[src/rtl/fsr_pkg.sv]
package fsr_pkg;
  localparam int SR_W   = 8;
  localparam int ERR_W  = 3;
  localparam int POS_RDY  = 7;
  localparam int POS_SUSP = 6;
  localparam int POS_ERR0 = 3;   // err[0]=supply, err[1]=program, err[2]=erase
  localparam logic [SR_W-1:0] RESET_WORD = 8'h80;

  typedef struct packed {
    logic             ready;
    logic             susp;
    logic [ERR_W-1:0] err;
  } fsr_state_t;

  function automatic logic [SR_W-1:0] pack_word(input fsr_state_t s);
    logic [SR_W-1:0] w;
    w = '0;
    w[POS_RDY]  = s.ready;
    w[POS_SUSP] = s.susp;
    w[POS_ERR0 +: ERR_W] = s.err;
    return w;
  endfunction

  function automatic logic [ERR_W-1:0] next_err(input logic [ERR_W-1:0] cur,
                                                 input logic clr,
                                                 input logic [ERR_W-1:0] setv);
    return (clr ? '0 : cur) | setv;
  endfunction
endpackage

[src/rtl/fsr_flags.sv]
module fsr_flags (
  input  logic clk,
  input  logic rst_n,
  input  logic eng_start,
  input  logic eng_done,
  input  logic susp_enter,
  input  logic susp_exit,
  output logic ready_q,
  output logic susp_q
);
  always_ff @(posedge clk or negedge rst_n) begin
    if (!rst_n) begin
      ready_q <= 1'b1;
      susp_q  <= 1'b0;
    end else begin
      if (eng_start)      ready_q <= 1'b0;
      else if (eng_done)  ready_q <= 1'b1;
      if (susp_enter)     susp_q  <= 1'b1;
      else if (susp_exit) susp_q  <= 1'b0;
    end
  end

  a_r2_start_drops_ready: assert property (@(posedge clk) disable iff (!rst_n)
    eng_start |=> !ready_q);
  a_r2_done_raises_ready: assert property (@(posedge clk) disable iff (!rst_n)
    (eng_done && !eng_start) |=> ready_q);
  a_r3_enter_sets: assert property (@(posedge clk) disable iff (!rst_n)
    susp_enter |=> susp_q);
endmodule

[src/rtl/fsr_sticky.sv]
module fsr_sticky
  import fsr_pkg::*;
#(
  parameter int N = ERR_W
) (
  input  logic         clk,
  input  logic         rst_n,
  input  logic [N-1:0] set_vec,
  input  logic         clr_cmd,
  input  logic         blocked,
  output logic [N-1:0] err_q,
  output logic         clr_apply
);
  assign clr_apply = clr_cmd && !blocked;

  always_ff @(posedge clk or negedge rst_n) begin
    if (!rst_n) err_q <= '0;
    else        err_q <= next_err(err_q, clr_apply, set_vec);
  end

  a_r4_sticky: assert property (@(posedge clk) disable iff (!rst_n)
    !clr_apply |=> ((err_q & $past(err_q)) == $past(err_q)));
  a_r6_clear_blocked: assert property (@(posedge clk) disable iff (!rst_n)
    (blocked && set_vec == '0) |=> (err_q == $past(err_q)));
  a_r11_set_wins: assert property (@(posedge clk) disable iff (!rst_n)
    1'b1 |=> ((err_q & $past(set_vec)) == $past(set_vec)));
endmodule

[src/rtl/fsr_snapshot.sv]
module fsr_snapshot #(
  parameter int W = 8
) (
  input  logic         clk,
  input  logic         rst_n,
  input  logic         ce_n,
  input  logic         oe_n,
  input  logic [W-1:0] live,
  output logic         frame_q,
  output logic [W-1:0] snap_q,
  output logic         capture
);
  logic read_active;
  assign read_active = !ce_n && !oe_n;
  assign capture     = read_active && !frame_q;

  always_ff @(posedge clk or negedge rst_n) begin
    if (!rst_n) begin
      frame_q <= 1'b0;
      snap_q  <= '0;
    end else begin
      frame_q <= read_active;
      if (capture) snap_q <= live;
    end
  end

  a_r7_hold_in_frame: assert property (@(posedge clk) disable iff (!rst_n)
    (frame_q && read_active) |=> $stable(snap_q));
  a_r8_one_capture: assert property (@(posedge clk) disable iff (!rst_n)
    capture |=> !capture);
endmodule

[src/rtl/flash_status_reg.sv]
module flash_status_reg
  import fsr_pkg::*;
#(
  parameter int DATA_W = 16
) (
  input  logic              clk,
  input  logic              rst_n,
  input  logic              eng_start,
  input  logic              eng_done,
  input  logic              susp_enter,
  input  logic              susp_exit,
  input  logic              fail_erase,
  input  logic              fail_prog,
  input  logic              fail_supply,
  input  logic              clr_cmd,
  input  logic              ce_n,
  input  logic              oe_n,
  input  logic              word_mode,
  output logic [DATA_W-1:0] dq_o,
  output logic              dq_lo_en,
  output logic              dq_hi_en
);
  localparam int HI_W = DATA_W - SR_W;

  logic             ready_q, susp_q, clr_apply, frame_q, capture;
  logic [ERR_W-1:0] err_q, fail_vec;
  logic [SR_W-1:0]  live_word, snap_q;
  fsr_state_t       st;

  assign fail_vec = {fail_erase, fail_prog, fail_supply};

  fsr_flags u_flags (
    .clk(clk), .rst_n(rst_n),
    .eng_start(eng_start), .eng_done(eng_done),
    .susp_enter(susp_enter), .susp_exit(susp_exit),
    .ready_q(ready_q), .susp_q(susp_q)
  );

  fsr_sticky #(.N(ERR_W)) u_sticky (
    .clk(clk), .rst_n(rst_n),
    .set_vec(fail_vec), .clr_cmd(clr_cmd), .blocked(susp_q),
    .err_q(err_q), .clr_apply(clr_apply)
  );

  always_comb begin
    st.ready  = ready_q;
    st.susp   = susp_q;
    st.err    = err_q;
    live_word = pack_word(st);
  end

  fsr_snapshot #(.W(SR_W)) u_snap (
    .clk(clk), .rst_n(rst_n),
    .ce_n(ce_n), .oe_n(oe_n),
    .live(live_word),
    .frame_q(frame_q), .snap_q(snap_q), .capture(capture)
  );

  assign dq_lo_en = frame_q;
  assign dq_o[SR_W-1:0] = frame_q ? snap_q : '0;

  generate
    if (HI_W > 0) begin : g_upper
      assign dq_o[DATA_W-1:SR_W] = '0;
      assign dq_hi_en = frame_q && word_mode;
    end else begin : g_narrow
      assign dq_hi_en = 1'b0;
    end
  endgenerate

  a_r9_upper_zero: assert property (@(posedge clk) disable iff (!rst_n)
    dq_hi_en |-> (dq_o[DATA_W-1:SR_W] == '0));
  a_r10_low_bits_zero: assert property (@(posedge clk) disable iff (!rst_n)
    1'b1 |-> (dq_o[2:0] == 3'b000));
  a_r1_idle_quiet: assert property (@(posedge clk) disable iff (!rst_n)
    !dq_lo_en |-> (dq_o == '0 && !dq_hi_en));
  a_r5_clear_keeps_flags: assert property (@(posedge clk) disable iff (!rst_n)
    (clr_apply && !eng_start && !eng_done && !susp_enter && !susp_exit)
      |=> (ready_q == $past(ready_q) && susp_q == $past(susp_q)));
endmodule

[config.mk]
export PLATFORM = sky130hd
export DESIGN_NAME = flash_status_reg
export DESIGN_NICKNAME = d
export VERILOG_FILES = /design/src/rtl/fsr_pkg.sv /design/src/rtl/fsr_flags.sv /design/src/rtl/fsr_sticky.sv /design/src/rtl/fsr_snapshot.sv /design/src/rtl/flash_status_reg.sv
export SDC_FILE = /design/constraint.sdc
export NUM_CORES = 1
export LEC_CHECK = 0
export BUFFER_PORTS_ARGS = -buffer_cell sky130_fd_sc_hd__buf_2
export CORE_MARGIN = 2
export CORE_UTILIZATION = 42
export CTS_BUF_LIST = sky130_fd_sc_hd__clkbuf_8
export CTS_CLUSTER_SIZE = 8
export DETAILED_ROUTE_END_ITERATION = 8
export PLACE_DENSITY_LB_ADDON = 0.2
export SLEW_MARGIN = 5
export SYNTH_ARGS = -nofsm -noshare
export SYNTH_HDL_FRONTEND = slang
export SYNTH_HIERARCHICAL = 1
export SYNTH_SLANG_ARGS = --single-unit
[constraint.sdc]
create_clock -name clk -period 1.2 [get_ports clk]
set_input_delay 0.24 -clock clk [delete_from_list [all_inputs] [get_ports clk]]
set_output_delay 0.24 -clock clk [all_outputs]
set_load 0.02 [all_outputs]
== Yosys cells after proc, flatten, opt, wreduce, memory -nomap -nowiden ==
Cells that the tools add are included.

* Register bits: 11
* Bits of input ports: 13
* Output and inout bits: 18

* Multiplexer cells: 6
* Bitwise gates (word level): 1
* Reduce and logical (&&, ||, !) cells: 10

{| class="wikitable"
|+ Operators with widths
! kind !! number
|-
| $mux 8 || 1
|-
| $logic_and 1x1->1 || 4
|-
| $logic_not 1->1 || 4
|-
| $mux 1 || 4
|-
| $reduce_bool 2->1 || 2
|-
| $mux 3 || 1
|-
| $or 3x3->3 || 1
|}

== Logic depth before layout (Yosys ltp) ==
* Depth in word-level cells: 4
* Mapped depth: 2
* Gate-level depth less buffers: 2

== Modules after synthesis ==
Netlist, hierarchy kept.

{| class="wikitable"
|+ Modules (own cells, without submodules)
! module !! instances !! cells an instance !! area an instance (µm²)
|-
| fsr_snapshot || 1 || 19 || 335.3
|-
| flash_status_reg || 1 || 18 || 120.1
|-
| fsr_sticky || 1 || 8 || 115.1
|-
| fsr_flags || 1 || 6 || 70.1
|}

== Least setup slack after synthesis ==
Ideal clock, no wire load.

* Kind: flip-flop to flip-flop
* From: register u_snap.frame_q
* To: register, netlist name u_snap/snap_q[0]
* Data arrival time: 1176 ps
* Required time: 1075 ps
* Setup slack: -101 ps
* Stages on the path, launching flop included: 3
* Buffers on the path: 0
* Clock period less this slack: 1301 ps
* Cells stage by stage: dfrtp_1 -> nor3_4 -> mux2_2

{| class="wikitable"
|+ RTL lines
! element !! line !! RTL
|-
| start: declaration || fsr_snapshot.sv:9 || <nowiki>output logic frame_q,</nowiki>
|-
| start signal: assignment || fsr_snapshot.sv:22 || <nowiki>frame_q <= read_active;</nowiki>
|}

== Worst setup path after layout ==
* From: register u_snap.frame_q
* To: output dq_o[5]

* Word-level cells in the longest chain between the ends: 1

{| class="wikitable"
|+ Ends and longest elaborated chain
! element !! line !! RTL
|-
| $mux 8 || flash_status_reg.sv:60 || <nowiki>assign dq_o[SR_W-1:0] = frame_q ? snap_q : '0;</nowiki>
|-
| end: declaration || flash_status_reg.sv:19 || <nowiki>output logic [DATA_W-1:0] dq_o,</nowiki>
|}

Every way passes these cells.

==> metrics.txt <==
outcome=complete, but fails checks; failing checks=setup timing; Worst Path Arrival=about 1100 ps; cell depth of the worst setup path=3; n_diodes=0; Post-Syn Area=approximately 640 um2; CP peak stage delay=roughly 430 ps; type of the most critical hold path=in -> reg; Die W=roughly 43 um; R2R depth=4; hold slack=118.9 ps; Clock Path Buffers=2; type of origin of the critical path=register; RSZ-0062 raised after global routing=yes; clock-pin slew on the worst setup and hold paths=60 ps; H-tree Lvls=1; Crit path max-delay family=flip-flops; FF-to-FF Start=u_snap/frame_q; fillers=around 130; total gr overflow=0; IO Count=31; GRT met2 Usage=roughly 22%; setup TNS=-1470 ps; post-synthesis cell count=50; fin nets=97; required time of the worst setup path=960 ps; share of layout cells above drive strength 1=between 60 and 70%; antenna viol nets, final=0; via count=roughly 450; crit path max fanout=5; M3 GR Usage=2.553%; GRT Total Usage=a little over an eighth; YS warnings=6; post-route cell area=just under 1000 um2; die height=~43 um; crit path buf inv count=2; Pleak=between 0.4 and 0.5 nW; Final GP Congestion=~0.67; Post-Route WL=1208 um; later-pin clock latency in the skew report=~240 ps; Initial Utilization=between 40% and 50%; Core Rows=14; final clock skew=~4 ps; initial detailed-routing violation count=5; Cell Chain, Critical Path=buf_6 > and2_4 > buf_6; Via density=roughly 4.5; TritonCTS clock tree=done; met1 Resource Use GR=around 17%; setup ws final=-102.0 ps; Min-Delay Path Depth=2; Final min period=around 1300 ps; final number of max-transition violations=0; critical path's slowest cell=dfrtp_2; setup slack at placement=about 18 ps; die area=approximately 1800 um2; PD cells=between 1000 and 1500 nW/um2; reg-to-reg setup timing slack=-80 ps; Tcrit/Tclk final=108.5%; number of remaining DRC errors=0; CP startpoint=u_snap/frame_q; Synth Area per Inst=~13 um2; Peak Freq=768.0 MHz; Detailed Routing Iterations Pass 1=3; area delta synth->final=52.26%; WS Path Type=reg -> out; largest net degree at the start of global routing=15; Num CTS Buffers=3; placed instance area=773.2 um2; Avg WL per Cell=approximately 12 um; Final Hold Viols=0; Max Cap Viol=0; CTS Sinks=14; Setup crit end=dq_o[5]; Core Box Area=~1500 um2; reg2reg end=u_snap/snap_q[1]; port bufs=22; GRT busiest layer=met2; worst vdd ir=approximately 0.00074 V; clock root buffer=clkbuf_8; cell mode on critical path=buf_6; Setup crit end kind=output port; final core occ=around two thirds; Final Setup Violations=17; initial antenna violation count=0; first-pass GRT wire length=1856 um; vias in the first global route=roughly 430
-- worst min path at each step --
stage / to / start
after floorplan: u_flags/susp_q / rst_n
after global placement: u_snap/snap_q[6] / rst_n
after detailed placement: u_snap/snap_q[0] / rst_n
after CTS: u_flags/ready_q / eng_start
after global routing: u_flags/ready_q / eng_start
final: u_flags/ready_q / eng_start
-- state kept, by name, summed over array words and instances (netlist names) --
register and cells:
u_snap/frame_q 1, u_flags/ready_q 1, u_flags/susp_q 1, u_snap/snap_q 8, u_sticky/err_q 3
-- what timing repair did --
item | CTS | global route
setup buffers | 1 | 0
setup endpoints to repair | 10 | 18
gates cloned | 0 | 1
hold endpoints to repair | 13 | 0
gates resized for setup | 16 | 25
hold buffers | 1 | 0
-- report_power, final --
| part | leakage, nW | internal (W) | switching [W] |
|---|---|---|---|
| combinational | 0.313 | 0.000174 | 0.000122 |
| clock | 0.0269 | 0.000225 | 0.000146 |
| sequential | 0.150 | 0.000533 | 0.0000365 |
| total | 0.490 | 0.000932 | 0.000305 |
-- layout by cell type, fill, tap and decap left out --
cell,n
buf_6,13
buf_2,12
dfrtp_1,12
conb_1,11
and2_4,9
mux2_4,8
a21o_1,4
clkbuf_8,3
nor2_1,3
inv_1,2
dlygate4sd3_1,1
dfstp_2,1
nor3_4,1
dfrtp_2,1
buf_12,1
nand2b_4,1
-- layer usage --
| layer | up-vias | wire, um |
|---|---|---|
| met5 | - | 0 |
| met2 | 21 | 671 |
| met4 | 0 | 0 |
| met3 | 0 | 69 |
| met1 | 220 | 467 |
| li1 | 208 | - |
-- metrics by stage --
step | cells | total power (W)
6_report | 99 | 0.001237
5_1_grt | 99 | 0.001310
4_1_cts | 98 | 0.001199
3_5_place_dp | 92 | 0.0007716
3_3_place_gp | 92 | 0.0007666
2_1_floorplan | 60 | 0.0007110
-- area by class of cell --
cell class	instances	area, um2	area share [%]
clock buffers	3	41.29	4.258
clock inverters	1	3.754	0.3871
inverters	1	3.754	0.3871
multi-input cells	37	311.5	32.13
flip-flops and latches	14	352.8	36.39
well taps	16	20.02	2.065
repair buffers	27	236.5	24.39
Power figures use the tool's default switching activity.
